===== src/rtl/qw_asm_pkg.sv =====
package qw_asm_pkg;
    localparam int LANES  = 16;
    localparam int LANE_W = 8;
    localparam int QW_W   = LANES * LANE_W;
    localparam int OFS_W  = $clog2(LANES);
    localparam int LEN_W  = $clog2(LANES) + 1;
    localparam int SRC_W  = 32;

    typedef logic [LANES-1:0] lane_map_t;
    typedef logic [QW_W-1:0]  qword_t;

    typedef struct packed {
        qword_t             data;
        logic [SRC_W-1:0]   src;
    } q_entry_t;

    // A write is legal when it has bytes and stays inside the quadword.
    function automatic logic span_legal(input logic [OFS_W-1:0] ofs,
                                        input logic [LEN_W-1:0] len);
        return (len != '0) && ((int'(ofs) + int'(len)) <= LANES);
    endfunction

    function automatic lane_map_t span_lanes(input logic [OFS_W-1:0] ofs,
                                             input logic [LEN_W-1:0] len);
        lane_map_t m;
        m = '0;
        for (int l = 0; l < LANES; l++) begin
            if (l >= int'(ofs) && l < int'(ofs) + int'(len))
                m[l] = 1'b1;
        end
        return m;
    endfunction

    function automatic qword_t place_bytes(input qword_t hold,
                                           input lane_map_t sel,
                                           input logic [OFS_W-1:0] ofs,
                                           input qword_t data);
        qword_t r;
        int     k;
        r = hold;
        for (int l = 0; l < LANES; l++) begin
            if (sel[l]) begin
                k = l - int'(ofs);
                r[l*LANE_W +: LANE_W] = data[k*LANE_W +: LANE_W];
            end
        end
        return r;
    endfunction
endpackage


===== src/rtl/qw_lane_merge.sv =====
module qw_lane_merge
    import qw_asm_pkg::*;
(
    input  logic                 clk,
    input  logic                 rst,
    input  logic                 accept,
    input  logic                 clear,
    input  logic [OFS_W-1:0]     ofs,
    input  logic [LEN_W-1:0]     len,
    input  qword_t               data,
    output qword_t               merged,
    output logic                 complete,
    output lane_map_t            done_map,
    output logic                 err
);
    qword_t    hold_q;
    lane_map_t done_q;
    lane_map_t sel;
    lane_map_t map_next;
    logic      legal;
    logic      err_q;

    always_comb begin
        legal    = span_legal(ofs, len);
        sel      = span_lanes(ofs, len);
        merged   = place_bytes(hold_q, sel, ofs, data);
        map_next = done_q | sel;
        complete = accept && legal && (&map_next);
    end

    always_ff @(posedge clk) begin
        if (rst) begin
            hold_q <= '0;
            done_q <= '0;
            err_q  <= 1'b0;
        end else begin
            err_q <= accept && !legal;
            if (clear) begin
                done_q <= '0;
            end else if (accept && legal) begin
                hold_q <= merged;
                done_q <= complete ? '0 : map_next;
            end
        end
    end

    assign done_map = done_q;
    assign err      = err_q;
endmodule


===== src/rtl/qw_entry_fifo.sv =====
module qw_entry_fifo
    import qw_asm_pkg::*;
#(
    parameter int DEPTH = 4
) (
    input  logic                       clk,
    input  logic                       rst,
    input  logic                       push,
    input  q_entry_t                   push_entry,
    input  logic                       pop,
    output q_entry_t                   head,
    output logic                       not_empty,
    output logic                       full,
    output logic [$clog2(DEPTH+1)-1:0] level
);
    localparam int PTR_W = (DEPTH > 1) ? $clog2(DEPTH) : 1;
    localparam int CNT_W = $clog2(DEPTH + 1);

    q_entry_t         mem [DEPTH];
    logic [PTR_W-1:0] wr_ptr;
    logic [PTR_W-1:0] rd_ptr;
    logic [CNT_W-1:0] count;
    logic             do_push;
    logic             do_pop;

    assign full      = (count == CNT_W'(DEPTH));
    assign not_empty = (count != '0);
    assign do_push   = push && !full;
    assign do_pop    = pop && not_empty;

    function automatic logic [PTR_W-1:0] bump(input logic [PTR_W-1:0] p);
        return (p == PTR_W'(DEPTH - 1)) ? '0 : p + 1'b1;
    endfunction

    always_ff @(posedge clk) begin
        if (do_push)
            mem[wr_ptr] <= push_entry;
    end

    always_ff @(posedge clk) begin
        if (rst) begin
            wr_ptr <= '0;
            rd_ptr <= '0;
            count  <= '0;
        end else begin
            if (do_push) wr_ptr <= bump(wr_ptr);
            if (do_pop)  rd_ptr <= bump(rd_ptr);
            if (do_push && !do_pop)      count <= count + 1'b1;
            else if (do_pop && !do_push) count <= count - 1'b1;
        end
    end

    assign head  = mem[rd_ptr];
    assign level = count;
endmodule


===== src/rtl/qw_assembler.sv =====
module qw_assembler
    import qw_asm_pkg::*;
#(
    parameter int DEPTH = 4
) (
    input  logic                       clk,
    input  logic                       rst,
    input  logic                       wr_valid,
    output logic                       wr_ready,
    input  logic [3:0]                 wr_lane,
    input  logic [4:0]                 wr_len,
    input  logic [127:0]               wr_data,
    output logic                       wr_err,
    input  logic                       clear_cmd,
    input  logic [31:0]                src_addr,
    input  logic                       rd_pop,
    output logic                       rd_valid,
    output logic [127:0]               rd_data,
    output logic [31:0]                rd_src,
    output logic                       fifo_full,
    output logic [$clog2(DEPTH+1)-1:0] fifo_level
);
    logic      accept;
    logic      complete;
    qword_t    merged;
    lane_map_t done_map;
    logic      pend_q;
    qword_t    pend_data;
    logic      push;
    q_entry_t  head;

    assign wr_ready = !pend_q && !clear_cmd;
    assign accept   = wr_valid && wr_ready;
    assign push     = pend_q && !fifo_full;

    qw_lane_merge u_merge (
        .clk      (clk),
        .rst      (rst),
        .accept   (accept),
        .clear    (clear_cmd),
        .ofs      (wr_lane),
        .len      (wr_len),
        .data     (wr_data),
        .merged   (merged),
        .complete (complete),
        .done_map (done_map),
        .err      (wr_err)
    );

    // One-entry staging slot between the merge and the queue.
    always_ff @(posedge clk) begin
        if (rst) begin
            pend_q    <= 1'b0;
            pend_data <= '0;
        end else if (complete) begin
            pend_q    <= 1'b1;
            pend_data <= merged;
        end else if (push) begin
            pend_q    <= 1'b0;
        end
    end

    qw_entry_fifo #(.DEPTH(DEPTH)) u_fifo (
        .clk        (clk),
        .rst        (rst),
        .push       (push),
        .push_entry ('{data: pend_data, src: src_addr}),
        .pop        (rd_pop),
        .head       (head),
        .not_empty  (rd_valid),
        .full       (fifo_full),
        .level      (fifo_level)
    );

    assign rd_data = head.data;
    assign rd_src  = head.src;
endmodule


===== config.mk =====
export PLATFORM = sky130hd
export DESIGN_NAME = qw_assembler
export DESIGN_NICKNAME = d
export VERILOG_FILES = /design/src/rtl/qw_asm_pkg.sv /design/src/rtl/qw_lane_merge.sv /design/src/rtl/qw_entry_fifo.sv /design/src/rtl/qw_assembler.sv
export SDC_FILE = /design/constraint.sdc
export NUM_CORES = 1
export LEC_CHECK = 0
export BUFFER_PORTS_ARGS = -buffer_cell sky130_fd_sc_hd__buf_2
export CAP_MARGIN = 30
export CORE_MARGIN = 2
export CORE_UTILIZATION = 35
export CTS_BUF_LIST = sky130_fd_sc_hd__clkbuf_8
export DETAILED_ROUTE_END_ITERATION = 10
export HOLD_SLACK_MARGIN = 0.08
export MAX_ROUTING_LAYER = met4
export PLACE_DENSITY = 0.5
export SYNTH_ARGS = -nofsm -noshare
export SYNTH_HDL_FRONTEND = slang
export SYNTH_HIERARCHICAL = 1
export SYNTH_SLANG_ARGS = --single-unit

===== constraint.sdc =====
create_clock -name clk -period 15.6 [get_ports clk]
set_input_delay 0.78 -clock clk [delete_from_list [all_inputs] [get_ports clk]]
set_output_delay 0.78 -clock clk [all_outputs]
set_load 0.02 [all_outputs]

# Word-level counts from Yosys, hierarchy flattened

Memories as Yosys holds them, arrays and structs flattened. A register that Yosys moved wholly into a read port is not among the register bits.
Index checks and enable logic that the tools add are counted.

$add $sub $neg: 21
Magnitude comparators: 32
Equal/unequal tests: 3
Shifts and indexed selects: 16
Muxes and demuxes: 43
Bitwise gates (word level): 2
Reductions and logical operators: 39

Operators by type and width:

| kind                | number |
|---|---|
| $shiftx 128x32->8   | 16 |
| $lt 5x32->1 const A | 8 |
| $lt 4x32->1 const A | 4 |
| $mux 8              | 16 |
| $lt 3x32->1 const A | 2 |
| $sub 4x4->5 const A | 8 |
| $le 32x6->1 const B | 1 |
| $lt 1x32->1 const A | 1 |
| $lt 2x32->1 const A | 1 |
| $ge 4x4->1 const A  | 7 |
| $logic_and 1x1->1   | 26 |
| $mux 1              | 20 |
| $sub 3x4->5 const A | 4 |
| $ge 3x4->1 const A  | 4 |
| $mux 16             | 1 |
| $or 16x16->16       | 1 |
| $reduce_and 16->1   | 1 |
| $sub 1x4->5 const A | 2 |
| $sub 2x4->5 const A | 2 |
| $ge 1x4->1 const A  | 2 |
| $ge 2x4->1 const A  | 2 |
| $mux 2              | 4 |
| $add 4x5->6         | 1 |
| $logic_not 1->1     | 6 |
| 12 further kinds    | 16 |

Bits in registers: 281
RAM bits: 640
Input bits: 174
Output and inout bits: 167
Logic and storage cells: 165
Memories: 1

Memories:

| memory     | words | bits a word | rd ports | clocked after memory_dff | write ports | line                | RTL |
|---|---|---|---|---|---|---|---|
| u_fifo.mem | 4     | 160         | 1        | 1                        | 1           | qw_entry_fifo.sv:19 | `q_entry_t mem [DEPTH];` |

# Logic depth before layout (Yosys ltp)

Gate-level depths: netlist (run 1).

Depth in word-level cells: 8
Gate-level depth with buffers: 18
Mapped depth without buffers: 12

# Hierarchy

Netlist (run 1), hierarchy kept.

Modules (own cells, without submodules):

| module        | times used | cells each | area each (µm²) | sequential area each (µm²) |
|---|---|---|---|---|
| qw_entry_fifo | 1          | 886        | 23530.1         | 19398.6 |
| qw_lane_merge | 1          | 1570       | 13970.9         | 2902.8 |
| qw_assembler  | 1          | 419        | 4685.7          | 2582.5 |

# Worst setup path before layout (run 1)

OpenSTA, ideal clock, no wires.

Path kind: reg2reg
Start: register u_fifo.count[0] (netlist: u_fifo/level[0])
End: memory u_fifo/mem[3][0] in the netlist's numbering (enable)
Setup time: 540 ps
Data arrival time: 4956 ps
Data required time: 15060 ps
Setup slack: 10104 ps
Cell stages (with the launch flop): 6
Buffers on the path: 1
Period minus slack after synthesis: 5496 ps
Cell sequence: dfxtp_1 -> or3b_1 -> buf_2 -> inv_2 -> nor2b_1 -> and3_1

Longest elaborated chain between the ends: 6

RTL lines:

| item                         | line                | RTL |
|---|---|---|
| start, declared              | qw_entry_fifo.sv:22 | `logic [CNT_W-1:0] count;` |
| start signal, assigned       | qw_entry_fifo.sv:48 | `if (do_push && !do_pop) count <= count + 1'b1;` |
| start signal, assigned       | qw_entry_fifo.sv:49 | `else if (do_pop && !do_push) count <= count - 1'b1;` |
| $eq 3x3->1                   | qw_entry_fifo.sv:26 | `assign full = (count == CNT_W'(DEPTH));` |
| net fifo_full                | qw_assembler.sv:20  | `output logic fifo_full,` |
| $logic_not 1->1              | qw_assembler.sv:34  | `assign push = pend_q && !fifo_full;` |
| $logic_and 1x1->1            | qw_assembler.sv:34  |  |
| net push                     | qw_assembler.sv:29  | `logic push;` |
| $logic_and 1x1->1            | qw_entry_fifo.sv:28 | `assign do_push = push && !full;` |
| $mux 1                       | qw_entry_fifo.sv:36 | `if (do_push)` |
| $mux 1 (implied by the code) | qw_entry_fifo.sv:37 | `mem[wr_ptr] <= push_entry;` |
| end, declared                | qw_entry_fifo.sv:19 |  |

The timed path passes the listed nets, and every way through them passes these cells.

# Final worst setup path (run 1)

Start: input port wr_lane[0]
End: register pend_data[83]

Longest elaborated chain between the ends: 7
Elaborated cells on any way between the ends: 72
Classes of those cells: 2 x add/sub; 32 x order compare; 1 x shift; 17 x mux; 1 x bitwise; 19 x reduce/logical

RTL lines:

| item                                      | line                               | RTL |
|---|---|---|
| start, declared                           | qw_assembler.sv:10                 | `input logic [3:0] wr_lane,` |
| $add 4x5->6                               | qw_asm_pkg.sv:20, qw_asm_pkg.sv:28 |  |
| $lt 1x32->1, or another cell as far along | qw_asm_pkg.sv:28                   | `if (l >= int'(ofs) && l < int'(ofs) + int'(len))` |
| $logic_and 1x1->1                         | qw_asm_pkg.sv:28                   |  |
| $mux 1                                    | qw_asm_pkg.sv:28                   |  |
| $or 16x16->16                             | qw_lane_merge.sv:27                | `map_next = done_q \| sel;` |
| $reduce_and 16->1                         | qw_lane_merge.sv:28                | `complete = accept && legal && (&map_next);` |
| $logic_and 1x1->1 *                       | qw_lane_merge.sv:28                |  |
| net complete                              | qw_assembler.sv:24                 | `logic complete;` |
| end signal, assigned                      | qw_assembler.sv:57                 | `pend_data <= merged;` |
| end, declared                             | qw_assembler.sv:28                 | `qword_t pend_data;` |

Mark *: on every way through the listed nets, which the timed path passes. The rest lies on a longest branch.
A chain may end at the register's enable or synchronous reset.

==> run summary, run 1 <==
The power density relative to cell area came out at 115 nW/um^2. Global routing used 21.8% of the available tracks across all layers. The compound-cell area share of the yosys netlist is under 10%.

The worst setup path is launched from a primary input. Of the cells placed in the final design, the portion with a size suffix greater than 1 is 29.8%. By instance count, the leading cell after synthesis is edfxtp_1. For hold timing, the worst endpoint is pend_data[114]. The register clock-pin slew on the reported worst setup and hold paths came out at about 0.060 ns.

Along the worst hold path, the cell count comes to 2. The sequential power share is 46.2%. For this run, design rule violations remaining after detail routing come to 0. The worst min-delay path category is in2reg. The fraction of synthesis flops using an asynchronous set or reset pin is 0%. After synthesis, the cell types taking the most area are edfxtp_1 46%, mux4_2 17%, dfxtp_1 13%, mux2i_1 5.6%, nand2_1 2.6%. The worst-skew pair later-pin latency is 0.88 ns. The cell taking the most area after synthesis is edfxtp_1.

Summing the areas of all fa, ha and maj instances in the mapped netlist gives 0.955% of the synthesized area. After synthesis, the largest family of logic cells by area is multiplexers. The worst setup path is of the in2reg kind. The slew at the pin closest to its max-slew limit came out at 0.985 ns. The floorplan step set the die height to ~350 um. The number of H-tree levels came out at 4. The startpoint identified for the worst hold timing path is rst. The total I/O pin count came out at ~340. In this run the remaining antenna-violating nets after routing total 0. Once the floorplan was initialized, standard cells occupied 35.2% of the core. Post-CTS timing repair inserted 0 buffers for setup. The flow ran to the end, and the final reports show no timing, DRC or antenna violations. By count the netlist is led by 640 x edfxtp_1, 312 x mux4_2, 288 x nand2_1. The internal power summed over all cells is a little over 4 mW.

The number of hold violations in the final report came out at 0. The synthesis warning total is 6. The total congestion overflow after global routing is 0. The number of port buffers came out at 340. Of all nets on the critical path, the largest fanout is between 90 and 100. The count of cells along the worst register-to-register path came out at 10. In this design, the stage delay of the slowest critical-path cell is 0.82 ns.

In this run the register-to-register setup slack is 11.54 ns. The worst register-to-register path begins at pend_q. Synthesis produced 2875 cells.

Relative to the synthesized area, the layout overhead comes to 16.6%. The number of enable-type register cells in the synthesized netlist is 640. Once detailed placement completed, the half-perimeter wirelength came to between 90 and 100 mm. Among all stages on the critical path, the largest delay is contributed by buf_4. The post-synthesis register bit count is 923. Dividing the detail-routed wire length by the instance count gives between 20 and 30 um.

The number of buffers created by CTS is 164. The share of synthesized cell area in and, or, nand and nor gates is 6.92%. The proportion of power drawn by the clock network came out at 40.2%. The power spent charging and discharging nets is roughly 1.5 mW. Setup repair after global routing left no endpoint under its margin. The dominant synthesized flop cell is edfxtp_1.

Setup slack closes at approximately 10 ns. The number of cell rows is between 100 and 150. The synthesized area per cell came out at ~15 um^2. At the worst endpoint, the required time is 16.31 ns. STA classifies the critical path endpoint as a register. The final count of negative-setup-slack endpoints came out at 0. The sequential fraction of the synthesis area is 59.0%. The post-layout minimum cycle time is between 5 and 6 ns.

The maximum clock skew at final layout is roughly 0.056 ns. Across the run, the number of max-cap violations was 0. The number of nets in the final layout is 3475.

The part of the total power dissipated in combinational logic came out at approximately 14%. The number of DRC markers after the initial detailed-route iteration came out at 2258. The worst slew slack as a fraction of its limit came out at 32.5%. The multiplexer area fraction after synthesis came out at 22.9%. The via count of the first global-routing pass is 26643. The worst-case IR drop observed on VDD is about 0.000075 V. The maximum number of pins on one net before global-route repair came out at 94. The summed negative setup slack over all endpoints came out at 0 ns. The first global-routing pass estimated roughly 190 mm of wire. The tree is rooted in a clkbuf_8. TritonCTS built the clock tree. In this run the horizontal extent of the chip is ~350 um. The leakage power is around 16 nW. The die area came out at 123000 um^2. The number of different library cells used by synthesis comes to 74. Summing the areas of all xor and xnor instances in the mapped netlist gives 0.308% of the synthesized area. After layout, the design draws a total of 5.67 mW.

The worst hold slack came out at roughly 0.26 ns. Together, buffers and inverters on the worst path number 5. In this run switching power makes up 27.3% of total power. The final number of max-transition violations came out at 0. At the placement stage, the worst setup path has a slack of approximately 9.1 ns. The most numerous cell type found on the critical path is buf_4.

The first detailed-routing pass took 7 iterations. Counting every net in the synthesized netlist gives 3080. The overall via count from detail_route came out at ~27000. The clock passes through at most 3 buffers.

The fraction of synthesized cell area taken by the top area cell type is 45.6%. For this design, the sink count on the clock tree is 923. The wire length reported by the detailed router came out at 132 mm. The endpoint of the worst-slack reg-to-reg timing path is pend_data[83].

The initial antenna violation count came out at between 50 and 60. Static timing analysis puts the maximum clock frequency at 178 MHz. Of the available clock period, the critical path in the final layout requires 36.1%. Traced cell by cell, the critical path runs through clkbuf_8 -> ha_1 -> inv_1 -> fa_1 -> xor2_1 -> nand2_1 -> nor4_1 -> o311a_1 -> buf_4 -> nand2_1 -> nor4_4 -> buf_4 -> buf_4 -> mux2i_1 -> nor2_1. The congestion estimate from routability-driven global placement came to a little over 0.9.

The post-synth design cell area is roughly 42000 um^2. In the routed layout, each cell is associated on average with a via count of 5.35. The cell class contributing the biggest share of worst-path delay is buffers and inverters. The placeable core area came out at 120000 um^2. The data arrival at the endpoint of the critical path is 6.34 ns.
-- how the worst max path moves through the flow --
stage | start | endpoint | slack (ns) | depth (start not counted)
after global placement | wr_lane[0] | pend_data[88] | 9.19 | 15
after floorplan | u_fifo/level[0] | u_fifo/mem[3][0] | 10.10 | 5
final | wr_lane[0] | pend_data[83] | 9.97 | 15
after detailed placement | wr_lane[0] | pend_data[87] | 9.09 | 15
after global routing | wr_lane[0] | pend_data[42] | 9.64 | 15
after CTS | register | rd_data[48] | 9.92 | 5
-- flip-flops by register name, indices dropped and copies added (netlist names), named ones only --
name and flops:
u_fifo/mem 640, pend_data 128, u_merge/hold_q 128, u_merge/done_map 16, u_fifo/level 3, u_fifo/rd_ptr 2
u_fifo/wr_ptr 2, pend_q 1, u_merge/err 1
-- per-layer routing --
metal | vias to the layer above | GRT usage, % | wire, um
met5 | - | - | 0
met4 | 0 | 6.65 | 3420
met3 | 171 | 6.03 | 11300
met2 | 1059 | 33.0 | 60600
met1 | 13849 | 28.4 | 56200
li1 | 12036 | - | -
-- logic make-up after synthesis --
| family | count (synthesis) |
|---|---|
| flops | 923 |
| buf+inv | 230 |
| simple gates | 698 |
| xor+xnor | 14 |
| fa+ha+maj | 31 |
| mux | 571 |
| compound gates | 408 |
-- cells in the final DEF, fill, tap and decap left out, types with 46 or more instances in the layout --
cell type and count:
clkbuf_8 191, a21oi_1 86, nand2_1 288, mux4_2 312, mux2i_1 235, o21ai_0 55, diode_2 48, dfxtp_1 281
o21a_1 99, buf_2 337, nor2_1 277, nor3_1 52, edfxtp_1 640, buf_4 46, inv_1 81
-- what timing repair did --
| item | CTS | global route |
|---|---|---|
| hold buffers | 32 | 0 |
| gates resized for setup | 0 | 0 |
| hold endpoints to repair | 128 | 0 |
-- area by class of cell --
type                       count  area (um^2)
timing repair buffer         424         2540
sequential                   923        24900
tap                         1612         2020
fill                       11259        70600
antenna                       48          120
inverter                      35          131
multi-input combinational   1722        16100
clock inverter               116          767
clock buffer                 190         2620
-- power by group through the flow --
stage	registers, mW	logic, mW	clock network [mW]
3_3_place_gp	2.67	0.750	0
3_5_place_dp	2.67	0.758	0
5_1_grt	2.62	0.816	2.47
2_1_floorplan	2.66	0.466	0
6_report	2.62	0.770	2.28
4_1_cts	2.62	0.768	2.36
-- through the flow --
step           instances  instance area [um^2]  utilization (%)
6_report            5070                 49200             41.1
5_1_grt             5051                 49100             41.0
4_1_cts             5017                 48900             40.9
3_5_place_dp        4679                 45200             37.8
3_3_place_gp        4673                 45200             37.7
2_1_floorplan       2875                 42200                -
(Power assumes the default switching activity.)
==> run 2: changes to the inputs <==
- PLACE_DENSITY: 0.5 -> 0.52
- clock period: 15.6 -> 5 ns (I/O delays scaled with it)
==> run 2 against run 1 <==
Effect of this change: final cell count grew 1.1%; hold slack lost 0.055 ns; register-to-register slack lost 9.6 ns; design area grew 1.2%; die area is the same; critical endpoint is now pend_data[48]; count of clock-buffer cells in the layout shrank 7; global-route usage shrank 0.48 points; clock skew shrank 0.014 ns; sequential share of layout area shrank 0.62 points.
==> run summary, run 2 (synthesized netlist as in run 1, its figures left out) <==
The maximum clock skew at final layout came out at 0.0423 ns (-0.0137 ns). In the final layout, the registers with the most flip-flops are u_fifo/mem: 640 flops, pend_data: 128 flops, u_merge/hold_q: 128 flops. The via count of the first global-routing pass was 26519 (-0.47%). The least setup slack across all paths after layout came to 1.52 ns (-8.45 ns). The largest buffer count on any clock path was 3 (unchanged).

The number of maximum-capacitance violations is 0 (unchanged). The worst-skew pair later-pin latency is 0.88 ns (about the same). The wire length of the first global-routing pass came out at 185 mm (-1.3%).

The tree is rooted in a clkbuf_8. The die area is 123000 um^2 (unchanged). The length of the first detailed-routing pass in iterations was 6 (-1).

The global placer's final weighted congestion came out at 0.986 (+6.2%). The number of port buffers came out at 340 (unchanged). The routed via count divided by cell count came to 5.34 (-0.21%). The width of the die came out at 351 um (unchanged). The count of cells along the worst register-to-register path came to 8 (-2).

The overall global routing resource usage is 21.3% (-0.48 points). The slowest stage of the critical path is the nor4_4 cell. The post-route DRC violation count came out at 0 (unchanged).

Counting flops per register, the top entry is u_fifo/mem. The average routed wire per standard cell came out at 25.2 um (-2.9%). The power density relative to cell area is 353 nW/um^2 (+210%).

The maximum ir drop on the vdd rail is 0.000209 V (+180%). The TritonCTS clock tree is built. The overall via count from detail_route is 27351 (+0.87%).

The fmax came out at roughly 290 MHz. The slew at the pin closest to its max-slew limit is 0.977 ns (-0.00769 ns). The clock sink total came out at 923 (unchanged). The number of routed nets with antenna violations came to 0 (unchanged). STA classifies the critical path endpoint as a register. The number of DRC markers after the initial detailed-route iteration came out at 2666 (+18%). The detailed-placement wirelength estimate is 91.3 mm (-2.6%). The area growth from synthesis to layout is 18.0%. The most common library cell in the layout ignoring fill and taps is edfxtp_1.

The total congestion overflow after global routing was 0 (unchanged). The maximum number of pins on one net before global-route repair came out at 83 (-12%). The number of buffers created by CTS is 162 (-1.2%). The effective utilization at floorplan is 35.2% (unchanged). The data arrival at the endpoint of the critical path came out at 4.19 ns (-2.15 ns). The top fanout value on the critical path is 54 (-42%). The flip-flop count of the largest register, all copies and words added is 640 (unchanged).

The post-cts sizing count is 0 (unchanged). The initial antenna violation count came out at 65 (+16%). The placeable core area is 120000 um^2 (unchanged). Setup repair after global routing left no endpoint under its margin. The number of cell rows is 127 (unchanged). The summed negative setup slack over all endpoints is 0 ns (unchanged). The run finished with clean final reports.

The number of hold violations in the final report is 0 (unchanged). The post-layout minimum cycle time is 3.48 ns. The worst slew slack as a fraction of its limit came out at 34.6% (+2.2 points). The number of H-tree levels came to 4 (unchanged).

The y dimension of the die is 351 um (unchanged). The cell depth of the worst min-delay path is 2 (unchanged). The final number of max-transition violations was 0 (unchanged).

The total I/O pin count came out at 341 (unchanged). The leakage power came to 17.2 nW (+5.4%). The final count of negative-setup-slack endpoints was 0 (unchanged).

The min-delay analysis places its worst path in the category in2reg. The library cells used most frequently in the layout, excluding fill and tap cells, are 640 x edfxtp_1, 337 x buf_2, 312 x mux4_2, 288 x nand2_1, 281 x dfxtp_1. The post-place setup slack was 0.674 ns (-8.41 ns).

The worst setup path is of the in2reg kind. The data required time at the worst endpoint was 5.70 ns (-10.61 ns). The signal on the critical path passes through buf_2 -> clkinv_1 -> buf_4 -> ha_1 -> inv_1 -> o31ai_1 -> o221ai_1 -> nor4_1 -> o2111ai_1 -> nor4_4 -> buf_12 -> mux2i_1 -> nor2_1. The wire length reported by the detailed router is 129 mm (-1.8%). The register clock-pin slew on the reported worst setup and hold paths came out at 0.06 ns (about the same). The layout cell share with drive strength beyond 1 came to 29.4% (-0.41 points).

The post-layout total power came out at 17.6 mW (+210%). The part of the cycle the worst path needs is about 70%. The number of nets in the final layout came out at 3529 (+1.6%). The worst setup path is launched from a primary input.

The post-CTS setup buffer count was 0 (unchanged). The largest incremental delay on the critical path came out at 0.56 ns (-0.26 ns).
-- run 2: cell types whose count changed in the layout (fill, tap and decap cells not counted), sizes merged --
cell         before  now
bufinv            6    9
dlygate4sd3      32   69
buf             391  410
diode            48   55
clkinvlp          3    4
clkbuf          191  184
clkinv           48   43
-- run 2: worst paths after layout --
path                                    startpoint            endpoint  slack, ns
worst max-delay path                    wr_lane[2]       pend_data[48]       1.52
worst min-delay path                   src_addr[7]    u_fifo/mem[3][7]       0.21
worst max register to register              pend_q       pend_data[48]       1.98
worst min register to register  u_merge/hold_q[59]  u_merge/hold_q[59]       0.45
-- run 2: layer usage --
metal / share of wire, % / vias up / track usage (%)
li1: - / 12149 / -
met1: 43 / 13982 / 28.4
met2: 45 / 1038 / 31.0
met3: 8.7 / 182 / 6.20
met4: 2.6 / 0 / 7.36
met5: 0 / - / -
-- run 2: final cells by class --
type / count / area, um^2
fillers: 11220 / 70000
flip-flops and latches: 923 / 24900
multi-input cells: 1722 / 16100
repair buffers: 480 / 3240
clock buffers: 183 / 2520
well taps: 1612 / 2020
clock inverters: 115 / 757
diodes: 55 / 138
inverters: 35 / 131
-- run 2: repair_timing --
item,4_1_cts,5_1_grt
hold endpoints to repair,302,0
endpoints found under the setup margin,0,0
hold buffers,69,0
-- run 2: worst max-delay path: cells and delay by family --
kind                       cells  cell delay (ns)
buffers and inverters          5             1.44
and+or+nand+nor                3             0.95
AOI/OAI and AO/OA              3             0.94
muxes                          1             0.23
adders and majority gates      1             0.31
-- run 2: through the flow --
| step | utilization (%) | cell area (um^2) | hold slack, ns | cells |
|---|---|---|---|---|
| after global routing | 41.5 | 49800 | 0.163 | 5109 |
| after detailed placement | 38.1 | 45700 | 0.443 | 4702 |
| after floorplan | - | 42200 | 0.349 | 2875 |
| after CTS | 41.4 | 49600 | 0.0911 | 5069 |
| after global placement | 38.1 | 45600 | 0.439 | 4700 |
| final | 41.6 | 49800 | 0.206 | 5125 |
-- run 2: where the power goes --
group,total (mW),internal (mW),leakage (nW),switching [mW]
clock network,7.00,3.83,1.88,3.17
logic,2.40,0.912,7.46,1.48
registers,8.17,8.13,7.84,0.0416
total,17.6,12.9,17.2,4.69
